**config.mk**
```make
export PLATFORM = sky130hd
export DESIGN_NAME = bp_dir_predictor
export DESIGN_NICKNAME = d
export VERILOG_FILES = /design/src/rtl/bp_pkg.sv /design/src/rtl/bp_hist_update.sv /design/src/rtl/bp_table.sv /design/src/rtl/bp_dir_predictor.sv
export SDC_FILE = /design/constraint.sdc
export NUM_CORES = 2
export LEC_CHECK = 0
export BUFFER_PORTS_ARGS = -buffer_cell sky130_fd_sc_hd__buf_4
export CAP_MARGIN = 15
export CORE_ASPECT_RATIO = 1.25
export CORE_MARGIN = 8
export CORE_UTILIZATION = 48
export DETAILED_ROUTE_END_ITERATION = 8
export MAX_ROUTING_LAYER = met4
export PLACE_DENSITY_LB_ADDON = 0.25
export SLEW_MARGIN = 30
export SYNTH_ARGS = -nofsm -noshare
export SYNTH_HDL_FRONTEND = slang
export SYNTH_SLANG_ARGS = --single-unit
```
**constraint.sdc**
```tcl
create_clock -name clk -period 7.82 [get_ports clk]
set_clock_uncertainty 0.1 [all_clocks]
set_input_delay 1.173 -clock clk [delete_from_list [all_inputs] [get_ports clk]]
set_output_delay 1.173 -clock clk [all_outputs]
set_load 0.1 [all_outputs]
```
**src/rtl/bp_pkg.sv**
```systemverilog
package bp_pkg;

  // Next history value for a resolve; one-bit history uses bit 0 only.
  function automatic logic [1:0] hist_next(input logic [1:0] cur,
                                           input logic       hit,
                                           input logic       taken,
                                           input logic       two_bit);
    if (!two_bit) return {1'b0, taken};
    if (!hit)     return taken ? 2'b10 : 2'b01;
    if (taken)    return (cur == 2'b11) ? 2'b11 : cur + 2'd1;
    return (cur == 2'b00) ? 2'b00 : cur - 2'd1;
  endfunction

  // Direction encoded by a history value.
  function automatic logic hist_predict(input logic [1:0] h, input logic two_bit);
    return two_bit ? h[1] : h[0];
  endfunction

  // Static fallback: backward (negative) displacement means taken.
  function automatic logic static_guess(input logic disp_sign);
    return disp_sign;
  endfunction

endpackage

```
**src/rtl/bp_hist_update.sv**
```systemverilog
module bp_hist_update #(
  parameter int HIST_W = 2
) (
  input  logic [HIST_W-1:0] cur,
  input  logic              hit,
  input  logic              taken,
  output logic [HIST_W-1:0] nxt
);
  import bp_pkg::*;

  localparam logic TWO = (HIST_W == 2);

  logic [1:0] cur_ext;
  logic [1:0] nxt_ext;

  always_comb begin
    cur_ext = 2'b00;
    cur_ext[HIST_W-1:0] = cur;
    nxt_ext = hist_next(cur_ext, hit, taken, TWO);
  end

  assign nxt = nxt_ext[HIST_W-1:0];

endmodule

```
**src/rtl/bp_table.sv**
```systemverilog
module bp_table #(
  parameter int IDX_W  = 6,
  parameter int TAG_W  = 24,
  parameter int HIST_W = 2
) (
  input  logic              clk,
  input  logic              rst_n,
  input  logic [IDX_W-1:0]  ra_idx,
  output logic              ra_vld,
  output logic [TAG_W-1:0]  ra_tag,
  output logic [HIST_W-1:0] ra_hist,
  input  logic [IDX_W-1:0]  rb_idx,
  output logic              rb_vld,
  output logic [TAG_W-1:0]  rb_tag,
  output logic [HIST_W-1:0] rb_hist,
  input  logic              wr_en,
  input  logic [IDX_W-1:0]  wr_idx,
  input  logic [TAG_W-1:0]  wr_tag,
  input  logic [HIST_W-1:0] wr_hist
);
  localparam int ENTRIES = 1 << IDX_W;

  logic [ENTRIES-1:0] vld;
  logic [TAG_W-1:0]   tag_mem  [ENTRIES];
  logic [HIST_W-1:0]  hist_mem [ENTRIES];

  for (genvar e = 0; e < ENTRIES; e++) begin : g_entry
    logic sel;
    assign sel = wr_en && (wr_idx == IDX_W'(e));
    always_ff @(posedge clk) begin
      if (!rst_n) vld[e] <= 1'b0;
      else if (sel) vld[e] <= 1'b1;
      if (sel) begin
        tag_mem[e]  <= wr_tag;
        hist_mem[e] <= wr_hist;
      end
    end
  end

  assign ra_vld  = vld[ra_idx];
  assign ra_tag  = tag_mem[ra_idx];
  assign ra_hist = hist_mem[ra_idx];
  assign rb_vld  = vld[rb_idx];
  assign rb_tag  = tag_mem[rb_idx];
  assign rb_hist = hist_mem[rb_idx];

  // Observation wires for the checks below.
  logic              wr_match;
  logic [HIST_W-1:0] wr_prev_hist;
  assign wr_match     = vld[wr_idx] && (tag_mem[wr_idx] == wr_tag);
  assign wr_prev_hist = hist_mem[wr_idx];

  // a written slot is valid and holds the written tag afterwards.
  a_r7_slot_owned: assert property (@(posedge clk) disable iff (!rst_n)
    wr_en |=> vld[$past(wr_idx)] && (tag_mem[$past(wr_idx)] == $past(wr_tag)));

  if (HIST_W == 2) begin : g_step_chk
    // a hit update moves the counter by at most one step, never wrapping.
    a_r6_one_step: assert property (@(posedge clk) disable iff (!rst_n)
      wr_en && wr_match |=>
        (hist_mem[$past(wr_idx)] == $past(wr_prev_hist)) ||
        (($past(wr_prev_hist) != 2'b11) && (hist_mem[$past(wr_idx)] == $past(wr_prev_hist) + 2'd1)) ||
        (($past(wr_prev_hist) != 2'b00) && (hist_mem[$past(wr_idx)] == $past(wr_prev_hist) - 2'd1)));
  end

endmodule

```
**src/rtl/bp_dir_predictor.sv**
```systemverilog
module bp_dir_predictor #(
  parameter int ADDR_W = 32,
  parameter int IDX_W  = 6,
  parameter int HIST_W = 2,
  parameter int DISP_W = 16
) (
  input  logic              clk,
  input  logic              rst_n,
  input  logic              lk_valid,
  input  logic [ADDR_W-1:0] lk_addr,
  input  logic [DISP_W-1:0] lk_disp,
  input  logic              rs_valid,
  input  logic [ADDR_W-1:0] rs_addr,
  input  logic              rs_taken,
  output logic              pred_valid,
  output logic              pred_taken,
  output logic              pred_hit
);
  import bp_pkg::*;

  localparam int   TAG_W = ADDR_W - IDX_W - 2;
  localparam logic TWO   = (HIST_W == 2);

  logic [IDX_W-1:0]  lk_idx, rs_idx;
  logic [TAG_W-1:0]  lk_tag, rs_tag;
  logic              la_vld, rb_vld;
  logic [TAG_W-1:0]  la_tag, rb_tag;
  logic [HIST_W-1:0] la_hist, rb_hist, upd_hist;
  logic              lk_hit, rs_hit;
  logic              hist_dir, guess_dir, lk_dir;

  assign lk_idx = lk_addr[IDX_W+1:2];
  assign lk_tag = lk_addr[ADDR_W-1:IDX_W+2];
  assign rs_idx = rs_addr[IDX_W+1:2];
  assign rs_tag = rs_addr[ADDR_W-1:IDX_W+2];

  bp_table #(.IDX_W(IDX_W), .TAG_W(TAG_W), .HIST_W(HIST_W)) u_table (
    .clk     (clk),
    .rst_n   (rst_n),
    .ra_idx  (lk_idx),
    .ra_vld  (la_vld),
    .ra_tag  (la_tag),
    .ra_hist (la_hist),
    .rb_idx  (rs_idx),
    .rb_vld  (rb_vld),
    .rb_tag  (rb_tag),
    .rb_hist (rb_hist),
    .wr_en   (rs_valid),
    .wr_idx  (rs_idx),
    .wr_tag  (rs_tag),
    .wr_hist (upd_hist)
  );

  assign lk_hit = la_vld && (la_tag == lk_tag);
  assign rs_hit = rb_vld && (rb_tag == rs_tag);

  bp_hist_update #(.HIST_W(HIST_W)) u_update (
    .cur   (rb_hist),
    .hit   (rs_hit),
    .taken (rs_taken),
    .nxt   (upd_hist)
  );

  always_comb begin
    logic [1:0] h_ext;
    h_ext = 2'b00;
    h_ext[HIST_W-1:0] = la_hist;
    hist_dir  = hist_predict(h_ext, TWO);
    guess_dir = static_guess(lk_disp[DISP_W-1]);
    lk_dir    = lk_hit ? hist_dir : guess_dir;
  end

  always_ff @(posedge clk) begin
    if (!rst_n) begin
      pred_valid <= 1'b0;
      pred_taken <= 1'b0;
      pred_hit   <= 1'b0;
    end else begin
      pred_valid <= lk_valid;
      pred_taken <= lk_valid && lk_dir;
      pred_hit   <= lk_valid && lk_hit;
    end
  end

  // a result follows each lookup by exactly one cycle.
  a_r3_result_timing: assert property (@(posedge clk) disable iff (!rst_n)
    lk_valid |=> pred_valid);
  a_r3_no_spurious: assert property (@(posedge clk) disable iff (!rst_n)
    !lk_valid |=> !pred_valid);

  // a miss on a backward branch comes back as taken.
  a_r2_static_rule: assert property (@(posedge clk) disable iff (!rst_n)
    lk_valid && !lk_hit |=> !pred_hit && (pred_taken == $past(lk_disp[DISP_W-1])));

  if (HIST_W == 1) begin : g_one_chk
    // the outcome just resolved is repeated on the next lookup of that branch.
    a_r4_repeat_last: assert property (@(posedge clk) disable iff (!rst_n)
      rs_valid ##1 (lk_valid && !rs_valid && lk_addr == $past(rs_addr)) |=>
        pred_hit && (pred_taken == $past(rs_taken, 2)));
  end else begin : g_two_chk
    // a freshly allocated counter predicts the allocating outcome.
    a_r5_alloc_dir: assert property (@(posedge clk) disable iff (!rst_n)
      (rs_valid && !rs_hit) ##1 (lk_valid && !rs_valid && lk_addr == $past(rs_addr)) |=>
        pred_hit && (pred_taken == $past(rs_taken, 2)));
  end

endmodule

```
# Word level (Yosys, flattened, before mapping)
# Memory sizes are Yosys's and may differ from the RTL's.
# Index checks and enable logic that the tools add are counted.
# classes
add_sub_neg,2
n_lt_le_gt_ge,2
n_eq_ne,66
mux,520
n_reduce_logical,196
# op_table
op,count
$mux W24,63
$reduce_or A24 Y1,63
$mux W6,126
$mux W1,259
$eq A6 B6 Y1 const B,32
$mux W2,70
$reduce_or A2 Y1,63
$eq A6 B5 Y1 const B,16
$logic_and A1 B1 Y1,68
$eq A24 B24 Y1,2
$eq A6 B4 Y1 const B,8
$eq A6 B3 Y1 const B,4
$lt A6 B7 Y1 const B,2
$bmux W1 S6,2
$eq A6 B2 Y1 const B,2
$eq A6 B1 Y1 const B,1
$logic_not A6 Y1,1
$add A2 B1 Y2 const B,1
$eq A2 B2 Y1 const B,1
$logic_not A2 Y1,1
$sub A2 B1 Y2 const B,1
# word_totals
register_bits,67
ramBits,1664
inputBits,85
out_inout_bits,3
word_cells,855
n_memories,2
# memory_table
memory,words,width,rd,rd_ports_with_merged_regs,write_ports,line,source
u_table.tag_mem,64,24,2,0,1,bp_table.sv:24,logic [TAG_W-1:0] tag_mem [ENTRIES];
u_table.hist_mem,64,2,2,0,1,bp_table.sv:25,logic [HIST_W-1:0] hist_mem [ENTRIES];

# Longest topological paths before layout
# depth
depth_word,70
mapped_depth,17
ltp_nobuf,10

# Cells and area by module
# Synthesis repeated with hierarchy kept, for this count alone.
# unflattened
hier_cells,4248
hier_area_um2,80712.4
# by_module_without_submodules
module,instances,cells_per_inst,area_each_um2,seq_area_each_um2
bp_table,1,4164,80043.0,51249.2
bp_dir_predictor,1,76,621.8,60.1
bp_hist_update,1,8,47.5,0.0

# Least setup slack after synthesis
# Ideal clock, no wire load.
# synth_timing
path_kind,input to register
start,input rs_addr[2]
end,"memory u_table.hist_mem[0][0], data pin"
setup_ns,0.548
arrival_time_ns,5.530
t_required_ns,7.172
slack_ns,1.642
stages,13
path_buffers,4
path_cell_list,buf_2 buf_6 buf_2 buf_2 mux4_2 a22oi_1 nand4_1 o21ai_0 xnor2_1 nor4_1 and4_1 nand3_1 a21oi_1
# synth_via
elab_chain_cells,69
elab_cells_between_ends,388
classes_between,add/sub: 2; eq/ne: 64; mux: 194; reduce/logical: 126; memory: 2
# synth_rtl
item,line,source
"start, declared",bp_dir_predictor.sv:13,"input logic [ADDR_W-1:0] rs_addr,"
$mem_v2 Z64 W2,n/a,
$add A2 B1 Y2 or $eq A2 B2 Y1 (tied branches),bp_pkg.sv:10,if (taken) return (cur == 2'b11) ? 2'b11 : cur + 2'd1;
$mux W2 (2 in series),bp_pkg.sv:10,
$mux W2,bp_pkg.sv:11,return (cur == 2'b00) ? 2'b00 : cur - 2'd1;
$mux W2 (*),bp_pkg.sv:10,
net u_table.wr_hist[0],bp_table.sv:19,input logic [HIST_W-1:0] wr_hist
$mux W2 (no source line) (62 in series),n/a,
$mux W2 (no source line) (*),n/a,
"end, declared",bp_table.sv:25,
# The timed path passes the listed nets; every way through them passes the cells marked *. The select of a mux whose other input is x is not followed.

# Worst setup path in the final report
# layout_timing
start,input rs_addr[2]
end,"memory u_table.hist_mem[48][0], data pin"
# The elaborated chain is that of the path after synthesis.

==> results.txt <==
outcome - complete, no violations
H-tree levels - 4
row count - 168
f_max - 174.8 MHz
hpwl dp - 190,000 µm
#FFs+latches synth - 1,731
vias in the first global route - 48,540
Post-Synth Adder-Cell Area - 0
initial antenna violation count - 14
Final GP Congestion - 1.002
CP arrival - 6.11 ns
Synth Area in Simple Gates - 0.02864
GRT Residual Overflow - 0
fin crit share - 0.7317
hold slack - 0.3877 ns
Avg Inst Size Synth - 19.09 µm²
CP delay by family, top - simple AND/OR/NAND/NOR gates
initial cell density of the core - 0.4819
Worst-Margin Slew - 1.166 ns
share of cells above drive strength 1 - 0.3220
syn_nets - 4,303
fin util - 0.5415
crit path time final - 5.722 ns
area delta synth->final - 12.37%
Post-synth ARST share - 0
synthesized area - 80,530 µm²
Req. time, crit path - 8.21 ns
core area - 167,100 µm²
slew margin rel. - 0.2161
RSZ-0062 raised after global routing - false
vias - 50,040
routed length per instance - 44.19 µm
main combinational cell family by area after synthesis - multiplexers
cell at the slowest stage of the critical path - and2_1
worst-path cell chain - buf_8, buf_12, and2_1, buf_4, a221oi_1, nand2_1, a41oi_1, xnor2_1, nand3_1, or3_1, nor4_1, a21oi_4, buf_4
Worst Setup End Kind - register
Hold-fix buffers, CTS - 0
Initial DRT Pass Iterations - 7
final hold violations - 0
clock buffer count from CTS - 170
CTS tree - built
setup ws final - 2.098 ns
post-synthesis mux area share - 0.2600
# fillers - 12,830
Tot GR Track Use - 0.3312
XOR/XNOR Fraction of Synth Area - 0.007614
drt total wl - 297,900 µm
Peak VDD IR - 0.0002000 V
pin count of the biggest net entering global routing - 91
Die Span Y - 473.9 µm
Cell variety after synth - 81
Ys Warns - 0
Resize count post-CTS - 0
slowest stage delay, CP - 0.94 ns
most frequent cells in the layout - edfxtp_1, mux4_2, mux2i_1
Final #Nets - 4,466
Pins Over Slew Limit - 0
total power draw - 0.02026 W
number of vias per cell - 7.422
endpoints failing setup - 0
CTS clock-pin slew for the worst setup and hold paths - 0.06 ns
first-pass GRT wire length - 401,400 µm
clock sink count - 1,731
Worst-Skew Late Latency - 0.86 ns
die width - 382.3 µm
ANT nets after route - 0
sequential fraction of the synthesis area - 0.6372
DRC Markers - 0
kind of critical path - input pin to register
pre-CTS WS - 1.445 ns
post-CTS setup buffer count - 0
Leakage Power - 28.83 nW
commonest non-fill, non-tap cell in the layout - edfxtp_1
buffers from clock root to sink, at most - 3
# IOs - 88
number of DRC markers in iteration 0 - 8,379
buffers added on ports - 68
max cap viols - 0
Post-synth EDFFs - 1,664
complex-gate fraction of the synthesized area - 0.04453
Crit path top cell by count - buf_4
CP Buf/Inv Count - 4
worst min path class - register to register
CTS root buf - clkbuf_16
TNS Setup - 0 ns
startpoint class of the critical path - input pin
die area - 181,200 µm²
Main synth FF type - edfxtp_1
CP max FO - 64
Power Dens Cells - 223.8 nW/µm²
Syn Inst Count - 4,218
==> path summary, 6_finish.rpt <==
check / startpoint / to / slack, ns / cells after the start
max: rs_addr[2] / u_table.hist_mem[48][0] / 2.10 / 13
min: u_table.vld[62] / u_table.vld[62] / 0.39 / 1
max reg2reg: u_table.tag_mem[30][21] / u_table.hist_mem[48][0] / 3.12 / 11
min reg2reg: u_table.vld[62] / u_table.vld[62] / 0.39 / 1
==> stage by stage <==
step | area, µm² | instances
3_3_place_gp | 84580 | 6400
3_5_place_dp | 85020 | 6417
6_report | 90490 | 6742
2_1_floorplan | 80530 | 4218
4_1_cts | 90390 | 6726
5_1_grt | 90480 | 6739
==> flip-flops by register name, summed over array words and instances (netlist names) <==
signal and count:
u_table.vld 64, u_table.tag_mem 1536, pred_valid 1, pred_hit 1
u_table.hist_mem 128, pred_taken 1
==> layer usage <==
layer	share of wire	track usage	wire length (µm)	vias up
met3	0.13	0.1009	39980	1095
met5	0	-	0	-
met1	0.33	0.3998	99440	26280
li1	-	-	-	18440
met2	0.45	0.4851	134300	4222
met4	0.081	0.2154	24180	0
==> layout make-up <==
| type | count | area [µm²] | share of cell area |
|---|---|---|---|
| well taps | 2210 | 2765 | 0.03056 |
| diodes | 14 | 35.03 | 0.0003872 |
| multi-input cells | 2156 | 28030 | 0.3097 |
| inverters | 12 | 45.04 | 0.0004978 |
| flip-flops and latches | 1731 | 51310 | 0.5670 |
| clock buffers | 219 | 4598 | 0.05081 |
| repair buffers | 310 | 2933 | 0.03241 |
| clock inverters | 90 | 777.0 | 0.008586 |
==> cells by family (layout without fill, tap and decap cells) <==
kind of cell,after synthesis,after routing
AOI/OAI and AO/OA,488,488
buffers and inverters,331,631
DFF,1731,1731
xor gates and xnor gates,70,70
muxes,1113,1113
and+or+nand+nor,485,485
other,0,14
==> cells in the mapped netlist, types with 40 or more instances <==
cell type | count | share of area
edfxtp_1 | 1664 | 0.62
mux4_2 | 781 | 0.22
mux2i_1 | 314 | 0.039
nand2_1 | 176 | 0.0082
a22oi_1 | 145 | 0.014
buf_2 | 130 | 0.0081
nor2_1 | 104 | 0.0048
clkbuf_1 | 86 | 0.0040
o22ai_1 | 69 | 0.0054
dfxtp_1 | 67 | 0.017
o21a_1 | 65 | 0.0061
buf_4 | 57 | 0.0053
nand3_1 | 53 | 0.0033
a21oi_1 | 46 | 0.0029
xnor2_1 | 40 | 0.0044
==> where the power goes <==
group	switching (W)	leakage, nW	internal, W
registers	0.0000281	15.5	0.0102
logic	0.00120	10.7	0.000680
clock network	0.00359	2.64	0.00454
Power figures use the tool's default switching activity.
